### src/rtl/nor_erase_pkg.sv
package nor_erase_pkg;

   localparam logic [7:0]  CMD_UNLK_A  = 8'hAA;
   localparam logic [7:0]  CMD_UNLK_B  = 8'h55;
   localparam logic [7:0]  CMD_SETUP   = 8'h80;
   localparam logic [7:0]  CMD_CHIP    = 8'h10;
   localparam logic [7:0]  CMD_SECT    = 8'h30;
   localparam logic [7:0]  CMD_RESUME  = 8'h30;
   localparam logic [7:0]  CMD_SUSPEND = 8'hB0;
   localparam logic [7:0]  CMD_PROG    = 8'hA0;
   localparam logic [7:0]  CMD_RESET   = 8'hF0;
   localparam logic [11:0] ADR_KEY_A   = 12'h555;
   localparam logic [11:0] ADR_KEY_B   = 12'h2AA;

   typedef enum logic [2:0] {
      DS_C1, DS_C2, DS_C3, DS_C4, DS_C5, DS_C6, DS_PGM
   } dec_step_t;

   typedef enum logic [2:0] {
      EN_IDLE, EN_CHIP, EN_SECT, EN_SPEND, EN_SUSP, EN_PROG
   } eng_st_t;

endpackage

### src/rtl/nor_cmd_seq.sv
module nor_cmd_seq
   import nor_erase_pkg::*;
#(
   parameter int AW = 16
) (
   input  logic          clk,
   input  logic          rst_n,
   input  logic          enable,
   input  logic          wr_en,
   input  logic [AW-1:0] wr_addr,
   input  logic [7:0]    wr_data,
   output logic          chip_go,
   output logic          sect_go,
   output logic          prog_go
);

   dec_step_t   step, step_nx;
   logic [11:0] a12;
   logic        key_a, key_b;

   assign a12   = wr_addr[11:0];
   assign key_a = (wr_data == CMD_UNLK_A) && (a12 == ADR_KEY_A);
   assign key_b = (wr_data == CMD_UNLK_B) && (a12 == ADR_KEY_B);

   always_comb begin
      step_nx = step;
      chip_go = 1'b0;
      sect_go = 1'b0;
      prog_go = 1'b0;
      if (!enable) begin
         step_nx = DS_C1;
      end else if (wr_en) begin
         if (wr_data == CMD_RESET) begin
            step_nx = DS_C1;
         end else begin
            unique case (step)
               DS_C1: step_nx = key_a ? DS_C2 : DS_C1;
               DS_C2: step_nx = key_b ? DS_C3 : DS_C1;
               DS_C3: begin
                  if (a12 == ADR_KEY_A && wr_data == CMD_SETUP)      step_nx = DS_C4;
                  else if (a12 == ADR_KEY_A && wr_data == CMD_PROG)  step_nx = DS_PGM;
                  else                                               step_nx = DS_C1;
               end
               DS_C4: step_nx = key_a ? DS_C5 : DS_C1;
               DS_C5: step_nx = key_b ? DS_C6 : DS_C1;
               DS_C6: begin
                  step_nx = DS_C1;
                  chip_go = (wr_data == CMD_CHIP) && (a12 == ADR_KEY_A);
                  sect_go = (wr_data == CMD_SECT);
               end
               DS_PGM: begin
                  step_nx = DS_C1;
                  prog_go = 1'b1;
               end
               default: step_nx = DS_C1;
            endcase
         end
      end
   end

   always_ff @(posedge clk or negedge rst_n) begin
      if (!rst_n) step <= DS_C1;
      else        step <= step_nx;
   end

   // a reset code always lands the decoder on its first step
   a_r4_reset_code: assert property (@(posedge clk) disable iff (!rst_n)
      (wr_en && wr_data == CMD_RESET) |=> (step == DS_C1));

   // while the engine is busy the decoder does not advance
   a_r5_decoder_parked: assert property (@(posedge clk) disable iff (!rst_n)
      !enable |=> (step == DS_C1));

endmodule

### src/rtl/nor_erase_engine.sv
module nor_erase_engine
   import nor_erase_pkg::*;
#(
   parameter int NSECT    = 8,
   parameter int SBW      = 3,
   parameter int CHIP_CYC = 4000,
   parameter int SECT_CYC = 1000,
   parameter int SUSP_LAT = 2000,
   parameter int PROG_CYC = 10
) (
   input  logic             clk,
   input  logic             rst_n,
   input  logic             wr_en,
   input  logic [7:0]       wr_data,
   input  logic             chip_go,
   input  logic             sect_go,
   input  logic             prog_go,
   input  logic [SBW-1:0]   go_sect,
   output eng_st_t          st,
   output logic [NSECT-1:0] marks
);

   localparam int MAX1 = (CHIP_CYC > SECT_CYC) ? CHIP_CYC : SECT_CYC;
   localparam int MAXC = (MAX1 > PROG_CYC) ? MAX1 : PROG_CYC;
   localparam int CW   = $clog2(MAXC + 1);
   localparam int LW   = $clog2(SUSP_LAT + 1);

   logic [CW-1:0] cnt;
   logic [LW-1:0] pcnt;
   logic          wr_susp, wr_resume;

   assign wr_susp   = wr_en && (wr_data == CMD_SUSPEND);
   assign wr_resume = wr_en && (wr_data == CMD_RESUME);

   always_ff @(posedge clk or negedge rst_n) begin
      if (!rst_n) begin
         st    <= EN_IDLE;
         cnt   <= '0;
         pcnt  <= '0;
         marks <= '0;
      end else begin
         unique case (st)
            EN_IDLE: begin
               if (chip_go) begin
                  st  <= EN_CHIP;
                  cnt <= CW'(CHIP_CYC - 1);
               end else if (sect_go) begin
                  st             <= EN_SECT;
                  cnt            <= CW'(SECT_CYC - 1);
                  marks[go_sect] <= 1'b1;
               end else if (prog_go) begin
                  st  <= EN_PROG;
                  cnt <= CW'(PROG_CYC - 1);
               end
            end
            EN_CHIP, EN_PROG: begin
               if (cnt == '0) st <= EN_IDLE;
               else           cnt <= cnt - 1'b1;
            end
            EN_SECT: begin
               if (cnt == '0) begin
                  st    <= EN_IDLE;
                  marks <= '0;
               end else begin
                  cnt <= cnt - 1'b1;
                  if (wr_susp) begin
                     st   <= EN_SPEND;
                     pcnt <= LW'(SUSP_LAT - 1);
                  end
               end
            end
            EN_SPEND: begin
               if (pcnt == '0) st <= EN_SUSP;
               else            pcnt <= pcnt - 1'b1;
            end
            EN_SUSP: begin
               if (wr_resume) st <= EN_SECT;
            end
            default: st <= EN_IDLE;
         endcase
      end
   end

   // full-device erase only continues or finishes
   a_r5_chip_holds: assert property (@(posedge clk) disable iff (!rst_n)
      (st == EN_CHIP) |=> (st == EN_CHIP || st == EN_IDLE));

   // active sector erase leaves only toward suspension or completion
   a_r6_sect_exits: assert property (@(posedge clk) disable iff (!rst_n)
      (st == EN_SECT) |=> (st == EN_SECT || st == EN_SPEND || st == EN_IDLE));

   // suspension is reached only through the request state
   a_r7_via_request: assert property (@(posedge clk) disable iff (!rst_n)
      $rose(st == EN_SUSP) |-> ($past(st) == EN_SPEND));

   // program stub cannot be suspended
   a_r11_prog_holds: assert property (@(posedge clk) disable iff (!rst_n)
      (st == EN_PROG) |=> (st == EN_PROG || st == EN_IDLE));

   // at most one sector marked
   a_r3_onehot_mark: assert property (@(posedge clk) disable iff (!rst_n)
      $onehot0(marks));

   // nothing marked while idle
   a_r10_idle_clear: assert property (@(posedge clk) disable iff (!rst_n)
      (st == EN_IDLE) |-> (marks == '0));

endmodule

### src/rtl/nor_rd_sel.sv
module nor_rd_sel #(
   parameter int NSECT = 8,
   parameter int SBW   = 3
) (
   input  logic             busy,
   input  logic             susp_done,
   input  logic [NSECT-1:0] marks,
   input  logic [SBW-1:0]   rd_sect,
   output logic             rd_status
);

   logic hit;

   assign hit       = marks[rd_sect];
   assign rd_status = busy | (susp_done & hit);

endmodule

### src/rtl/nor_erase_ctrl.sv
module nor_erase_ctrl
   import nor_erase_pkg::*;
#(
   parameter int AW       = 16,
   parameter int NSECT    = 8,
   parameter int CHIP_CYC = 4000,
   parameter int SECT_CYC = 1000,
   parameter int SUSP_LAT = 2000,   // 20 us at 100 MHz
   parameter int PROG_CYC = 10
) (
   input  logic             clk,
   input  logic             rst_n,
   input  logic             wr_en,
   input  logic [AW-1:0]    wr_addr,
   input  logic [7:0]       wr_data,
   input  logic [AW-1:0]    rd_addr,
   output logic             busy,
   output logic             chip_busy,
   output logic             sect_busy,
   output logic             susp_req,
   output logic             susp_done,
   output logic             prog_busy,
   output logic [NSECT-1:0] erase_marks,
   output logic             rd_status
);

   localparam int SB  = $clog2(NSECT);
   localparam int SBW = (SB == 0) ? 1 : SB;

   if (AW < 12)                      $error("AW must cover the 12-bit unlock keys");
   if (NSECT < 1)                    $error("NSECT must be at least 1");
   if ((NSECT & (NSECT - 1)) != 0)   $error("NSECT must be a power of two");
   if (SB > AW)                      $error("sector index wider than address");
   if (CHIP_CYC < 1 || SECT_CYC < 1 || PROG_CYC < 1 || SUSP_LAT < 1)
                                     $error("durations must be at least one cycle");

   logic [SBW-1:0] go_sect, rd_sect;

   if (SB == 0) begin : g_one_sector
      assign go_sect = '0;
      assign rd_sect = '0;
   end else begin : g_sliced
      assign go_sect = wr_addr[AW-1 -: SB];
      assign rd_sect = rd_addr[AW-1 -: SB];
   end

   logic    chip_go, sect_go, prog_go;
   eng_st_t st;

   nor_cmd_seq #(.AW(AW)) u_seq (
      .clk     (clk),
      .rst_n   (rst_n),
      .enable  (st == EN_IDLE),
      .wr_en   (wr_en),
      .wr_addr (wr_addr),
      .wr_data (wr_data),
      .chip_go (chip_go),
      .sect_go (sect_go),
      .prog_go (prog_go)
   );

   nor_erase_engine #(
      .NSECT(NSECT), .SBW(SBW), .CHIP_CYC(CHIP_CYC), .SECT_CYC(SECT_CYC),
      .SUSP_LAT(SUSP_LAT), .PROG_CYC(PROG_CYC)
   ) u_eng (
      .clk     (clk),
      .rst_n   (rst_n),
      .wr_en   (wr_en),
      .wr_data (wr_data),
      .chip_go (chip_go),
      .sect_go (sect_go),
      .prog_go (prog_go),
      .go_sect (go_sect),
      .st      (st),
      .marks   (erase_marks)
   );

   assign chip_busy = (st == EN_CHIP);
   assign sect_busy = (st == EN_SECT);
   assign susp_req  = (st == EN_SPEND);
   assign susp_done = (st == EN_SUSP);
   assign prog_busy = (st == EN_PROG);
   assign busy      = chip_busy | sect_busy | susp_req | prog_busy;

   nor_rd_sel #(.NSECT(NSECT), .SBW(SBW)) u_rd (
      .busy      (busy),
      .susp_done (susp_done),
      .marks     (erase_marks),
      .rd_sect   (rd_sect),
      .rd_status (rd_status)
   );

   // a decoded full-device start raises the chip flag next cycle
   a_r2_chip_start: assert property (@(posedge clk) disable iff (!rst_n)
      (chip_go && st == EN_IDLE) |=> chip_busy);

   // a decoded sector start marks exactly the addressed sector
   a_r3_sector_mark: assert property (@(posedge clk) disable iff (!rst_n)
      (sect_go && st == EN_IDLE) |=>
         (sect_busy && erase_marks == (NSECT'(1) << $past(go_sect))));

endmodule

### config.mk
export PLATFORM = sky130hd
export DESIGN_NAME = nor_erase_ctrl
export DESIGN_NICKNAME = d
export VERILOG_FILES = /design/src/rtl/nor_erase_pkg.sv /design/src/rtl/nor_cmd_seq.sv /design/src/rtl/nor_erase_engine.sv /design/src/rtl/nor_rd_sel.sv /design/src/rtl/nor_erase_ctrl.sv
export SDC_FILE = /design/constraint.sdc
export NUM_CORES = 1
export LEC_CHECK = 0
export BUFFER_PORTS_ARGS = -buffer_cell sky130_fd_sc_hd__buf_2
export CELL_PAD_IN_SITES_DETAIL_PLACEMENT = 0
export CELL_PAD_IN_SITES_GLOBAL_PLACEMENT = 1
export CORE_MARGIN = 1
export CORE_UTILIZATION = 43
export DETAILED_ROUTE_END_ITERATION = 8
export PLACE_DENSITY_LB_ADDON = 0.1
export SETUP_SLACK_MARGIN = 0.02
export SKIP_CTS_REPAIR_TIMING = 1
export SLEW_MARGIN = 40
export SYNTH_ARGS = -nofsm -noshare
export SYNTH_HDL_FRONTEND = slang
export SYNTH_SLANG_ARGS = --single-unit
### constraint.sdc
create_clock -name clk -period 3.4 [get_ports clk]
set_input_delay 0.51 -clock clk [delete_from_list [all_inputs] [get_ports clk]]
set_output_delay 0.51 -clock clk [all_outputs]
set_load 0.01 [all_outputs]
### Word level (Yosys, flattened, before mapping)

Index checks and enable logic that the tools add are counted.

* order comparisons: 3
* add/subtract/negate cells: 2
* equal/unequal tests: 34
* bitwise gates (word level): 6
* muxes and demuxes: 48
* reductions and logical operators: 21

Operator list (count)
* $mux 12: 4
* $mux 3: 15
* $eq 8x8->1 const B: 5
* $mux 11: 3
* $pmux 3 s5: 2
* $mux 8: 3
* $pmux 12 s2: 1
* $pmux 11 s2: 1
* $pmux 8 s2: 1
* $eq 3x3->1 const B: 5
* $mux 1: 15
* $ne 2x2->1 const B: 7
* $eq 12x10->1 const B: 1
* $eq 12x11->1 const B: 1
* $eq 3x2->1 const B: 4
* $logic_not 12->1: 1
* $sub 12x1->12 const B: 1
* $logic_not 11->1: 1
* $sub 11x1->11 const B: 1
* $eq 8x5->1 const B: 1
* $eq 8x6->1 const B: 1
* $eq 8x7->1 const B: 1
* $logic_and 1x1->1: 8
* $lt 3x4->1 const B: 2
* 18 further kinds: 29

* flip-flop bits (word level): 37
* input port bits: 43
* output and inout bits: 15
* logic and storage cells: 119

### Logic depth before layout (Yosys ltp)

* depth in word-level cells: 9
* depth in mapped cells: 8

### By module

Synthesis repeated with hierarchy kept, for this count alone.

* cells, all modules: 304
* area, all modules: 2623.8 sq um

Modules (own cells, without submodules)
* nor_erase_engine: area each 2049.5 sq um, times used 1, cells each 233, sequential area each 850.8 sq um
* nor_cmd_seq: area each 450.4 sq um, times used 1, cells each 54, sequential area each 75.1 sq um
* nor_rd_sel: area each 71.3 sq um, times used 1, cells each 7, sequential area each 0.0 sq um
* nor_erase_ctrl: area each 52.6 sq um, times used 1, cells each 10, sequential area each 0.0 sq um

### Worst setup path before layout

OpenSTA, ideal clock, no wires.

* path kind: register to register
* start: register u_eng.cnt[0]
* end: register u_eng.cnt[1]
* library setup time: 0.125 ns
* required time: 3.275 ns
* stages on the path, launching flop included: 8
* path buffers: 0
* path slack: 1.144 ns
* arrival: 2.131 ns
* cell sequence: dfrtp_1 inv_1 ha_1 or3b_2 o32ai_1 nand2_1 nand2_1 mux2_2

* longest elaborated chain between the ends: 3
* elaborated cells on any way between the ends: 6

Ends and longest elaborated chain
* start: declaration: RTL line nor_erase_engine.sv:28 `logic [CW-1:0] cnt;`
* start signal: assignment: RTL line nor_erase_engine.sv:46 `cnt <= CW'(CHIP_CYC - 1);`
* start signal: assignment: RTL line nor_erase_engine.sv:49 `cnt <= CW'(SECT_CYC - 1);`
* start signal: assignment: RTL line nor_erase_engine.sv:53 `cnt <= CW'(PROG_CYC - 1);`
* $sub 12x1->12 / $logic_not 12->1 (equally long branches)
* $mux 12 / $ne 2x2->1 (equally long branches)
* $pmux 12 s2 / $reduce_and 3->1 (equally long branches)

Several ways; a longest one is shown, not always the timed one. The select of a mux whose other input is x is not followed.
A chain may end at the register's enable or synchronous reset.

### Worst setup path in the final report

Ends and elaborated chain as after synthesis.

==> flow_summary.yaml <==
outcome:
  status: "completed"
detailed_routing:
  drc: 0
  detail_route.vias_per_cell: 6.064
  wl_per_cell_microns: 16.45
  via_count: 2456
  first_iter_violations: 201
  routed_wl_microns: 6662
  dr.pass1.iters: 6
  ant_nets: 0
pwr:
  ir_worst_vdd_mv: 0.1802
  p_leak_nw: 1.160
  p_per_area_nw_per_um2: 285.0
die:
  io_pins: 58
  core-area_sq_um: 5574
  die_w_microns: 78.33
  die_h_microns: 78.33
  initial_core_util_pct: 44.94
  die_area_sq_um: 6135
  core.rowCount: 27
sta:
  rsz0062_at_grt: "false"
  finalCritPeriodShare_pct: 75.45
  worst_pin_slew_ns: 0.6866
  max_freq_ghz: 0.3898
  max_slew_margin_pct: 54.06
  holdWs_ns: 0.1779
  fin_skew_ns: 0.008638
  fin_crit_ns: 2.565
  final.setup.worst_slack_ns: 0.8347
  tns_ns: 0
  slew_violations: 0
  hold_violations: 0
  setup_viol: 0
job:
  cap_violations: 0
global_route:
  grt_pass1_vias: 2410
  grt-ovfl-total: 0
  grtUsageTotal_pct: 24.11
  grt_max_degree: 38
  grt_pass1_wl_microns: 11590
  antenna_found_initial: 0
setup_path:
  crit_arrival_ns: 2.74
  cp-start-kind: "register"
  worstReg2RegStart: "u_eng.cnt[0]$_DFFE_PN0P_"
  critPathKind: "reg2reg"
  cp.required_ns: 3.58
  r2r_cells: 7
  ff2ff_setup_slack_ns: 0.83
  worstReg2RegEnd: "u_eng.cnt[1]$_DFFE_PN0P_"
  cp-end-kind: "register"
  cp_max_fo: 9
yosys:
  synth_ff_type: "dfrtp_1"
  synth_edf_count: 0
  synth_area_per_cell_sq_um: 8.698
  synth_top_area_share_pct: 36.96
  yosys-top-cells-count: "37 x dfrtp_1, 28 x nor2_1, 22 x o21ai_0"
  synth_most_common_cell: "dfrtp_1"
  synth_fp_nets: 333
  ys_types: 53
  synthCells: 288
  ys_top_cells_by_area: "dfrtp_1 37%, o21ai_0 4.4%, nor2_1 4.2%"
  synth_area_leader_cell: "dfrtp_1"
  synth_seq_area_share_pct: 36.96
  async_flop_share_pct: 100.0
  synth_area_sq_um: 2505
  ys_seq_elements: 37
  yosysWarningCount: 0
cells_and_area:
  area_delta_synth_final_pct: 15.43
  fin_util_pct: 51.87
  n_antenna_cell: 0
  nets: 377
  final_layout_size_suffix_gt1_share_pct: 21.62
  instances_no_fill: 405
placement:
  place_congestion: 0.8270
  dp_slack_ns: 0.8469
  hpwl_microns: 4888
  port_buffers: 43
  placedCellCount: 397
clock_network:
  cts_buffer_depth: 2
  clkTransAtPathRegs_ns: 0.08
  numCtsBuffers: 5
  htree_levels: 2
  cts_tree: "done"
  clock_latency_ns: 0.29
  clock_sinks: 37
  cts-root-buf: "clkbuf_8"
worst_hold_path:
  hp-class: "in2async"
## power breakdown
part,switching [W],internal (W)
registers,0.000000123,0.000440
clock network,0.000169,0.000164
logic,0.0000304,0.0000206
## layer usage
layer  GRT usage (%)  routed length [microns]  vias to the layer above  part of all wire (%)
li1                -                        -                     1217                     -
met1           33.01                     3227                     1177                    48
met2           39.04                     3109                       56                    47
met3           4.535                      259                        6                   3.9
met4           6.296                       65                        0                  0.98
met5               0                        0                        -                     0
## layout make-up
cell class	instances	area, sq um
Tap cell	72	90.09
Clock buffer	6	82.58
Timing Repair Buffer	45	232.7
Clock inverter	2	13.76
Inverter	9	33.78
Fill cell	562	2683
Sequential cell	37	925.9
Multi-Input combinational cell	234	1513
## cells by family after synthesis
group	Yosys count	synth area share [%]
AOI/OAI and AO/OA	77	19.78
buffers and inverters	17	2.647
DFF	37	36.96
and+or+nand+nor	148	35.66
adders and majority gates	2	0.9988
muxes	7	3.946
## worst max path at each step
| stage | to | slack [ns] | depth (start not counted) | from |
|---|---|---|---|---|
| floorplan | u_eng.cnt[1]$_DFFE_PN0P_ | 1.14 | 7 | u_eng.cnt[0]$_DFFE_PN0P_ |
| global placement | u_eng.cnt[1]$_DFFE_PN0P_ | 0.84 | 7 | u_eng.cnt[0]$_DFFE_PN0P_ |
| detailed placement | u_eng.cnt[1]$_DFFE_PN0P_ | 0.85 | 6 | wr_data[5] |
| CTS | u_eng.cnt[1]$_DFFE_PN0P_ | 0.84 | 7 | u_eng.cnt[0]$_DFFE_PN0P_ |
| global route | u_eng.cnt[1]$_DFFE_PN0P_ | 0.63 | 7 | u_eng.cnt[0]$_DFFE_PN0P_ |
| finish | u_eng.cnt[1]$_DFFE_PN0P_ | 0.83 | 7 | u_eng.cnt[0]$_DFFE_PN0P_ |
## critical path: stages (launching register included)
cell,delay (ns)
dfrtp_1,0.40
inv_1,0.10
ha_1,0.20
or3b_2,0.51
o32ai_1,0.40
nand2_1,0.29
nand2_1,0.20
mux2_2,0.34
## flip-flops by register name, summed over array words and instances (netlist names)
name and cells:
u_seq.step 3, u_eng.cnt 12, u_eng.pcnt 11, u_eng.st 3
u_eng.marks 8
## through the flow
| stage | instance area (sq um) | total power [W] |
|---|---|---|
| after floorplan | 2505 | 0.0004632 |
| after global placement | 2793 | 0.0004999 |
| after detailed placement | 2795 | 0.0005005 |
| after CTS | 2892 | 0.0008326 |
| after global routing | 2892 | 0.0008556 |
| final | 2892 | 0.0008242 |
## placed cells by master, fill, tap and decap left out, types with 4 or more instances in the layout
| cell type | n |
|---|---|
| o31ai_1 | 7 |
| nand2b_1 | 5 |
| nand4_1 | 8 |
| nor3_1 | 9 |
| a31oi_1 | 9 |
| or3_1 | 4 |
| nand2_1 | 16 |
| inv_1 | 9 |
| o21ai_0 | 22 |
| nor4_1 | 7 |
| buf_2 | 42 |
| clkbuf_8 | 6 |
| dfrtp_1 | 37 |
| a21oi_1 | 15 |
| or2_2 | 5 |
| nor2_1 | 28 |
| nand3_1 | 17 |
| or4_1 | 10 |
| and4_1 | 5 |
| nor4b_1 | 4 |
| nor3b_1 | 4 |
| nor4bb_1 | 4 |
| nor2b_1 | 6 |
(Power assumes the default switching activity.)
